[src/rtl/rag_pkg.sv]
package rag_pkg;
  typedef enum logic [2:0] {
    PX32 = 3'd0,
    PX24 = 3'd1,
    PX16 = 3'd2,
    PX8  = 3'd3,
    PX4  = 3'd4
  } pix_fmt_e;

  function automatic logic fmt_known(logic [2:0] code);
    return code <= 3'd4;
  endfunction
endpackage

[src/rtl/rag_cfg_check.sv]
module rag_cfg_check
  import rag_pkg::*;
(
  input  logic [2:0] fmt,
  input  logic [1:0] base_lo,
  input  logic       width_odd,
  input  logic       skip_odd,
  output logic       bad
);
  always_comb begin
    bad = 1'b0;
    if (!fmt_known(fmt)) begin
      bad = 1'b1;
    end else begin
      case (pix_fmt_e'(fmt))
        PX32:    bad = (base_lo != 2'b00);
        PX16:    bad = base_lo[0];
        PX4:     bad = width_odd | skip_odd;
        default: bad = 1'b0;
      endcase
    end
  end
endmodule

[src/rtl/rag_scan_ctr.sv]
module rag_scan_ctr #(
  parameter int PIX_W   = 14,
  parameter int LINES_W = 16,
  parameter int OFFS_W  = 16,
  parameter int LIN_W   = 33
) (
  input  logic               clk,
  input  logic               rst_n,
  input  logic               clear,
  input  logic               step,
  input  logic [PIX_W-1:0]   width,
  input  logic [LINES_W-1:0] lines,
  input  logic [OFFS_W-1:0]  skip,
  output logic [PIX_W-1:0]   col,
  output logic [LINES_W-1:0] row,
  output logic [LIN_W-1:0]   lin,
  output logic               line_end,
  output logic               frame_end
);
  assign line_end  = (col == width - PIX_W'(1));
  assign frame_end = line_end && (row == lines - LINES_W'(1));

  always_ff @(posedge clk or negedge rst_n) begin
    if (!rst_n) begin
      col <= '0;
      row <= '0;
      lin <= '0;
    end else if (clear) begin
      col <= '0;
      row <= '0;
      lin <= '0;
    end else if (step) begin
      if (line_end) begin
        col <= '0;
        row <= row + LINES_W'(1);
        lin <= lin + LIN_W'(skip) + LIN_W'(1);
      end else begin
        col <= col + PIX_W'(1);
        lin <= lin + LIN_W'(1);
      end
    end
  end
endmodule

[src/rtl/rag_addr_map.sv]
module rag_addr_map
  import rag_pkg::*;
#(
  parameter int ADDR_W = 32,
  parameter int LIN_W  = 33
) (
  input  logic [ADDR_W-1:0] base,
  input  logic [LIN_W-1:0]  lin,
  input  pix_fmt_e          fmt,
  output logic [ADDR_W-1:0] addr,
  output logic              nib
);
  localparam int OFF_W = LIN_W + 2;

  function automatic logic [OFF_W-1:0] byte_off(pix_fmt_e f, logic [LIN_W-1:0] p);
    logic [OFF_W-1:0] e;
    e = {2'b00, p};
    case (f)
      PX32:    return e << 2;
      PX24:    return (e << 1) + e;
      PX16:    return e << 1;
      PX8:     return e;
      default: return e >> 1;
    endcase
  endfunction

  logic [OFF_W-1:0] off_w;
  assign off_w = byte_off(fmt, lin);
  assign addr  = base + ADDR_W'(off_w);
  assign nib   = (fmt == PX4) && lin[0];
endmodule

[src/rtl/rect_addr_gen.sv]
module rect_addr_gen
  import rag_pkg::*;
#(
  parameter int ADDR_W  = 32,
  parameter int PIX_W   = 14,
  parameter int LINES_W = 16,
  parameter int OFFS_W  = 16
) (
  input  logic               clk,
  input  logic               rst_n,
  input  logic               start,
  input  logic [ADDR_W-1:0]  cfg_base,
  input  logic [OFFS_W-1:0]  cfg_skip,
  input  logic [PIX_W-1:0]   cfg_width,
  input  logic [LINES_W-1:0] cfg_lines,
  input  logic [2:0]         cfg_fmt,
  input  logic [LINES_W-1:0] cfg_mark,
  input  logic               pix_take,
  output logic               pix_valid,
  output logic [ADDR_W-1:0]  pix_addr,
  output logic               pix_nib,
  output logic               pix_first,
  output logic               pix_last,
  output logic               mark_pulse,
  output logic               cfg_err,
  output logic               done
);
  localparam int SPAN_W = (OFFS_W > PIX_W) ? OFFS_W : PIX_W;
  localparam int LIN_W  = LINES_W + SPAN_W + 1;

  logic               busy_q;
  logic [ADDR_W-1:0]  base_q;
  logic [OFFS_W-1:0]  skip_q;
  logic [PIX_W-1:0]   width_q;
  logic [LINES_W-1:0] lines_q;
  logic [LINES_W-1:0] mark_q;
  pix_fmt_e           fmt_q;

  logic               start_acc_w;
  logic               bad_cfg_w;
  logic               empty_w;
  logic               launch_w;
  logic               take_w;
  logic               line_end_w;
  logic               frame_end_w;
  logic               fin_w;
  logic               mark_hit_w;
  logic [PIX_W-1:0]   col_w;
  logic [LINES_W-1:0] row_w;
  logic [LIN_W-1:0]   lin_w;

  rag_cfg_check u_check (
    .fmt       (cfg_fmt),
    .base_lo   (cfg_base[1:0]),
    .width_odd (cfg_width[0]),
    .skip_odd  (cfg_skip[0]),
    .bad       (bad_cfg_w)
  );

  assign start_acc_w = start && !busy_q;
  assign empty_w     = (cfg_width == '0) || (cfg_lines == '0);
  assign launch_w    = start_acc_w && !bad_cfg_w && !empty_w;
  assign take_w      = busy_q && pix_take;
  assign fin_w       = take_w && frame_end_w;
  assign mark_hit_w  = take_w && line_end_w && (row_w == mark_q);

  rag_scan_ctr #(
    .PIX_W   (PIX_W),
    .LINES_W (LINES_W),
    .OFFS_W  (OFFS_W),
    .LIN_W   (LIN_W)
  ) u_scan (
    .clk       (clk),
    .rst_n     (rst_n),
    .clear     (launch_w),
    .step      (take_w),
    .width     (width_q),
    .lines     (lines_q),
    .skip      (skip_q),
    .col       (col_w),
    .row       (row_w),
    .lin       (lin_w),
    .line_end  (line_end_w),
    .frame_end (frame_end_w)
  );

  rag_addr_map #(
    .ADDR_W (ADDR_W),
    .LIN_W  (LIN_W)
  ) u_map (
    .base (base_q),
    .lin  (lin_w),
    .fmt  (fmt_q),
    .addr (pix_addr),
    .nib  (pix_nib)
  );

  always_ff @(posedge clk or negedge rst_n) begin
    if (!rst_n) begin
      busy_q     <= 1'b0;
      base_q     <= '0;
      skip_q     <= '0;
      width_q    <= '0;
      lines_q    <= '0;
      mark_q     <= '0;
      fmt_q      <= PX32;
      cfg_err    <= 1'b0;
      done       <= 1'b0;
      mark_pulse <= 1'b0;
    end else begin
      if (launch_w) begin
        busy_q  <= 1'b1;
        base_q  <= cfg_base;
        skip_q  <= cfg_skip;
        width_q <= cfg_width;
        lines_q <= cfg_lines;
        mark_q  <= cfg_mark;
        fmt_q   <= pix_fmt_e'(cfg_fmt);
      end else if (fin_w) begin
        busy_q <= 1'b0;
      end
      cfg_err    <= start_acc_w && bad_cfg_w;
      done       <= fin_w || (start_acc_w && !bad_cfg_w && empty_w);
      mark_pulse <= mark_hit_w;
    end
  end

  assign pix_valid = busy_q;
  assign pix_first = busy_q && (col_w == '0) && (row_w == '0);
  assign pix_last  = busy_q && frame_end_w;
endmodule

[config.mk]
export PLATFORM = sky130hd
export DESIGN_NAME = rect_addr_gen
export DESIGN_NICKNAME = d
export VERILOG_FILES = /design/src/rtl/rag_pkg.sv /design/src/rtl/rag_cfg_check.sv /design/src/rtl/rag_scan_ctr.sv /design/src/rtl/rag_addr_map.sv /design/src/rtl/rect_addr_gen.sv
export SDC_FILE = /design/constraint.sdc
export NUM_CORES = 1
export LEC_CHECK = 0
export ABC_AREA = 1
export BUFFER_PORTS_ARGS = -buffer_cell sky130_fd_sc_hd__buf_4
export CAP_MARGIN = 40
export CORE_MARGIN = 5
export CORE_UTILIZATION = 65
export CTS_BUF_LIST = sky130_fd_sc_hd__clkbuf_4 sky130_fd_sc_hd__clkbuf_8
export CTS_CLUSTER_SIZE = 10
export DETAILED_ROUTE_END_ITERATION = 16
export PLACE_DENSITY = 0.91
export REMOVE_ABC_BUFFERS = 1
export SYNTH_ARGS = -nofsm -noshare
export SYNTH_HDL_FRONTEND = slang
export SYNTH_SLANG_ARGS = --single-unit
[constraint.sdc]
create_clock -name clk -period 9.2 [get_ports clk]
set_clock_uncertainty 0.05 [all_clocks]
set_input_delay 2.76 -clock clk [delete_from_list [all_inputs] [get_ports clk]]
set_output_delay 2.76 -clock clk [all_outputs]
set_load 0.1 [all_outputs]
==> flow_summary.ini, run 1 <==
[worst_setup_path]
endpoint_kind = output pin
path_max_fanout = 25
r2r_cells = 10
worstSetupStartpointType = flop
critical_path_arrival_ns = 5.14
critPathKind = flop to output pin
required_ns = 6.39

[yosys]
netlist_area_um2 = 15400
synth_edf_count = 0
synth_area_per_cell_um2 = 6.48
ys.flop_type = dfrtp_1
syn_inst = 2373
ys_seq_area_share_pct = 26.7
async_flop_share_pct = 100
yosysWarnings = 0
synth_cell_type_count = 49
synth_seq_cells = 164

[sta]
slew_violations = 0
setup_violations = 0
max_freq_ghz = 0.126
setup_tns_ns = 0
rsz0062_at_grt = no
whs_ns = 0.454
maxSlewHeadroom_pct = 37.4
worst_slew_pin_slew_ns = 0.934
period_needed_ns = 7.95
finalCritPeriodShare_pct = 86.4
hold_violations = 0

[grt]
grt_pass1_wl_um = 84100
grtUsageTotal_pct = 39.0
grt_overflow = 0
grt_pass1_vias = 16474
grt_max_degree = 107
antenna_found_initial = 0

[die]
fp.dieArea_um2 = 26800
dieHeight_um = 164
start_util_pct = 65.7
dieWidth_um = 164
ios = 140
core-area_um2 = 23400
rows = 56

[clocking]
ctsHtreeMaxLevel = 4
root_buffer = clkbuf_8
cts.hold.buffers_added = 0
cts_tree = built
ctsResizeCount = 0
cts_inserted_buffers = 17
clock-sinks = 164
insertion_delay_ns = 0.49
path_clk_slew_ns = 0.12
clock_path_buffers = 2
postCtsSetupBuffers = 0

[cells_and_area]
multi_input_area_um2 = 9970
instances_no_fill = 2812
layout_common_cells = 739 x nand2_1, 259 x inv_1, 184 x nor2_1
diodes = 0
nets = 2669
seq_area_um2 = 4100
fill_cells = 1988
final_common_cell = nand2_1
syn2layout_area_growth_pct = 11.1
drive_above_1_share_pct = 8.99

[drt]
wl_per_cell_um = 18.7
antenna_left = 0
viasPerCell = 6.23
wl_um = 52500
first_pass_iters = 9
drt_iter0_drc = 2366
drc = 0
vias = 17506

[placed_design]
hpwl_um = 40500
portBuffers = 139
gp_congestion = 1.10
dpl.cell_count = 2780

[hold_path]
hold_depth = 2
holdCritPathClass = flop to flop

[status]
outcome = finished clean

[run]
drv_cap = 0
[synthesized netlist by cell type (all sizes together), types with 21 or more instances]
master	number	area, um^2
nand2	744	2810
inv	264	991
nor2	197	816
o21ai	174	878
nand3	172	891
dfrtp	164	4100
a21oi	107	536
xor2	87	762
ha	85	1060
nand4	58	363
nor3	58	295
clkbuf	40	150
a221oi	35	307
buf	24	160
nor4	24	150
xnor2	24	210
a22oi	21	158
[worst max-delay path, cell delays in order (launching register included)]
cell	delay, ns
dfrtp_1	0.47
nor2_1	0.57
inv_1	0.58
o21ai_0	0.37
a221oi_1	0.10
a22oi_1	0.39
ha_1	0.37
nand2_1	0.12
inv_1	0.07
a21oi_1	0.15
nand2_1	0.15
a21boi_0	0.31
o21ai_0	0.26
nand2_1	0.12
nand2_1	0.10
inv_1	0.07
nand3_1	0.08
nand2_1	0.06
buf_4	0.28
[sequential cells by signal (all words and copies together), names as in the netlist]
name / flops
base_q: 32
skip_q: 16
mark_pulse: 1
u_scan.row: 16
fmt_q: 3
lines_q: 16
done: 1
width_q: 14
u_scan.lin: 33
cfg_err: 1
pix_valid: 1
mark_q: 16
u_scan.col: 14
[worst paths after layout]
| path | slack, ns | end | from |
|---|---|---|---|
| max | 1.25 | pix_addr[31] | fmt_q[1]$_DFFE_PN0P_ |
| min | 0.45 | skip_q[15]$_DFFE_PN0P_ | skip_q[15]$_DFFE_PN0P_ |
| max reg2reg | 6.11 | u_scan.lin[28]$_DFFE_PN0P_ | u_scan.lin[0]$_DFFE_PN0P_ |
| min reg2reg | 0.45 | skip_q[15]$_DFFE_PN0P_ | skip_q[15]$_DFFE_PN0P_ |
| max in group asynchronous | 6.03 | u_scan.lin[21]$_DFFE_PN0P_ | rst_n |
| min in group asynchronous | 2.00 | width_q[6]$_DFFE_PN0P_ | rst_n |
[final cells by class]
class	instances	share of cell area (%)
Clock buffer	18	1.41
Clock inverter	14	0.975
Timing Repair Buffer	152	6.98
Multi-Input combinational cell	1880	58.4
Inverter	265	5.83
Tap cell	319	2.34
Sequential cell	164	24.0
[per-stage QoR]
step / util [%] / setup WS (ns) / instance area, um^2
floorplan: - / 0.744 / 15100
global placement: 70.9 / 2.13 / 16600
detailed placement: 71.2 / 2.00 / 16700
CTS: 73.0 / 1.46 / 17100
global route: 73.0 / 0.972 / 17100
finish: 73.0 / 1.25 / 17100
[logic make-up after synthesis]
logic type                 synth area share, %
buffers and inverters                     8.49
xor gates and xnor gates                  6.47
DFF                                       26.7
adders and majority gates                 7.31
and+or+nand+nor                           35.8
AOI/OAI and AO/OA                         15.2
[metal layers]
layer  vias up  track usage, %  wire, um  part of all wire, %
met4         0            14.3      2220                  4.2
met5         -               0         0                    0
met2      1156            61.0     22900                   44
met1      8020            53.3     20900                   40
li1       8118               -         -                    -
met3       212            8.33      6470                   12
Power of run 1 is not shown: default switching activity piles up to over one toggle a cycle in this logic, so the estimate is an artifact.
==> run 2: changes to the inputs <==
--- a/config.mk
+++ b/config.mk
@@ -9,11 +9,11 @@
 export BUFFER_PORTS_ARGS = -buffer_cell sky130_fd_sc_hd__buf_4
 export CAP_MARGIN = 40
 export CORE_MARGIN = 5
-export CORE_UTILIZATION = 65
+export CORE_UTILIZATION = 63
 export CTS_BUF_LIST = sky130_fd_sc_hd__clkbuf_4 sky130_fd_sc_hd__clkbuf_8
 export CTS_CLUSTER_SIZE = 10
 export DETAILED_ROUTE_END_ITERATION = 16
-export PLACE_DENSITY = 0.91
+export PLACE_DENSITY = 0.89
 export REMOVE_ABC_BUFFERS = 1
 export SYNTH_ARGS = -nofsm -noshare
 export SYNTH_HDL_FRONTEND = slang
==> constraint.sdc (replaced) <==
create_clock -name clk -period 8.2 [get_ports clk]
set_clock_uncertainty 0.05 [all_clocks]
set_input_delay 2.46 -clock clk [delete_from_list [all_inputs] [get_ports clk]]
set_output_delay 2.46 -clock clk [all_outputs]
set_load 0.1 [all_outputs]
==> flow_summary.ini, run 2 (synthesized netlist as in run 1, its figures left out) <==
[worst_setup_path]
required_ns = 5.69
rr_startpoint = pix_valid$_DFFE_PN0P_
critical_path_arrival_ns = 5.09
cp-startpoint = u_scan.lin[1]$_DFFE_PN0P_
endpoint_kind = output pin
worstSetupStartpointType = flop
path_max_fanout = 8
critPathKind = flop to output pin

[cells_and_area]
final_common_cell = nand2_1
regMostFlops = u_scan.lin
instances_no_fill = 2815
multi_input_area_um2 = 9970
nets = 2668
seq_area_um2 = 4100
syn2layout_area_growth_pct = 11.0
diodes = 0
largest_reg_flops = 33
top_regs = u_scan.lin (33), base_q (32)
drive_above_1_share_pct = 8.91
layout_common_cells = 739 x nand2_1, 259 x inv_1, 184 x nor2_1
fill_cells = 2085

[clocking]
cts_inserted_buffers = 17
insertion_delay_ns = 0.47
path_clk_slew_ns = 0.10
ctsHtreeMaxLevel = 4
ctsResizeCount = 0
clock_path_buffers = 2
clock-sinks = 164
root_buffer = clkbuf_8
postCtsSetupBuffers = 0
cts_tree = built
cts.hold.buffers_added = 0

[die]
start_util_pct = 63.6
core-area_um2 = 24200
dieWidth_um = 166
ios = 140
fp.dieArea_um2 = 27600
dieHeight_um = 166
rows = 57

[sta]
maxSlewHeadroom_pct = 34.1
rsz0062_at_grt = no
setup_violations = 0
period_needed_ns = 7.60
worst_slew_pin_slew_ns = 0.988
hold_violations = 0
setup_tns_ns = 0
slew_violations = 0
finalCritPeriodShare_pct = 92.6
max_freq_ghz = 0.132

[drt]
first_pass_iters = 7
antenna_left = 0
wl_um = 52300
vias = 17402
drc = 0
wl_per_cell_um = 18.6
viasPerCell = 6.18
drt_iter0_drc = 2248

[run]
drv_cap = 0

[grt]
antenna_found_initial = 0
grt_pass1_wl_um = 85000
grt_overflow = 0
grtUsageTotal_pct = 37.1
grt_pass1_vias = 16573
grt_max_degree = 87

[placed_design]
hpwl_um = 40500
dpl.cell_count = 2784
gp_congestion = 1.07
portBuffers = 139

[hold_path]
holdCritPathClass = flop to flop
min_from = skip_q[4]$_DFFE_PN0P_

[status]
outcome = finished clean
run 2: final timing paths:
path / slack [ns] / depth (start not counted) / end
setup reg to reg: 5.13 / 10 / u_scan.row[13]$_DFFE_PN0P_
hold / removal: 0.45 / 2 / skip_q[4]$_DFFE_PN0P_
setup / recovery: 0.60 / 19 / pix_addr[18]
min in group asynchronous: 1.84 / 1 / lines_q[12]$_DFFE_PN0P_
max in group asynchronous: 5.17 / 2 / base_q[11]$_DFFE_PN0P_
hold reg to reg: 0.45 / 2 / skip_q[4]$_DFFE_PN0P_
run 2: layer usage:
metal  vias to the layer above  share of wire (%)  GRT usage (%)
li1                       8136                  -              -
met1                      7956                 41           51.7
met2                      1149                 44           57.5
met3                       161                 12           8.07
met4                         0                3.6           12.9
met5                         -                  0              0
run 2: final cells by class:
class	count	area share [%]
multi-input cells	1880	58.4
clock buffers	17	1.37
flip-flops and latches	164	24.0
clock inverters	14	0.946
well taps	324	2.38
inverters	265	5.84
repair buffers	151	6.97
run 2: metrics by stage:
| step | hold WS [ns] | area [um^2] | util (%) | setup slack [ns] |
|---|---|---|---|---|
| 2_1_floorplan | 0.405 | 15100 | - | 0.0441 |
| 3_3_place_gp | 0.419 | 16600 | 68.6 | 1.45 |
| 3_5_place_dp | 0.425 | 16700 | 69.0 | 1.35 |
| 4_1_cts | 0.453 | 17100 | 70.6 | 0.799 |
| 5_1_grt | 0.485 | 17100 | 70.6 | 0.342 |
| 6_report | 0.450 | 17100 | 70.6 | 0.605 |
run 2: critical path, stage by stage (launching register included):
cell	delay, ns
dfrtp_1	0.51
ha_1	0.40
inv_1	0.15
fa_1	0.41
inv_1	0.10
nand2_1	0.06
nand3_1	0.17
a21oi_1	0.12
o21ai_0	0.41
o21ai_0	0.14
a22oi_1	0.26
ha_1	0.36
a21oi_1	0.20
inv_1	0.06
a31oi_1	0.12
o21ai_0	0.16
a21oi_1	0.31
o21ai_0	0.15
xor2_1	0.19
buf_4	0.32
Power of run 2 is left out for the same reason.
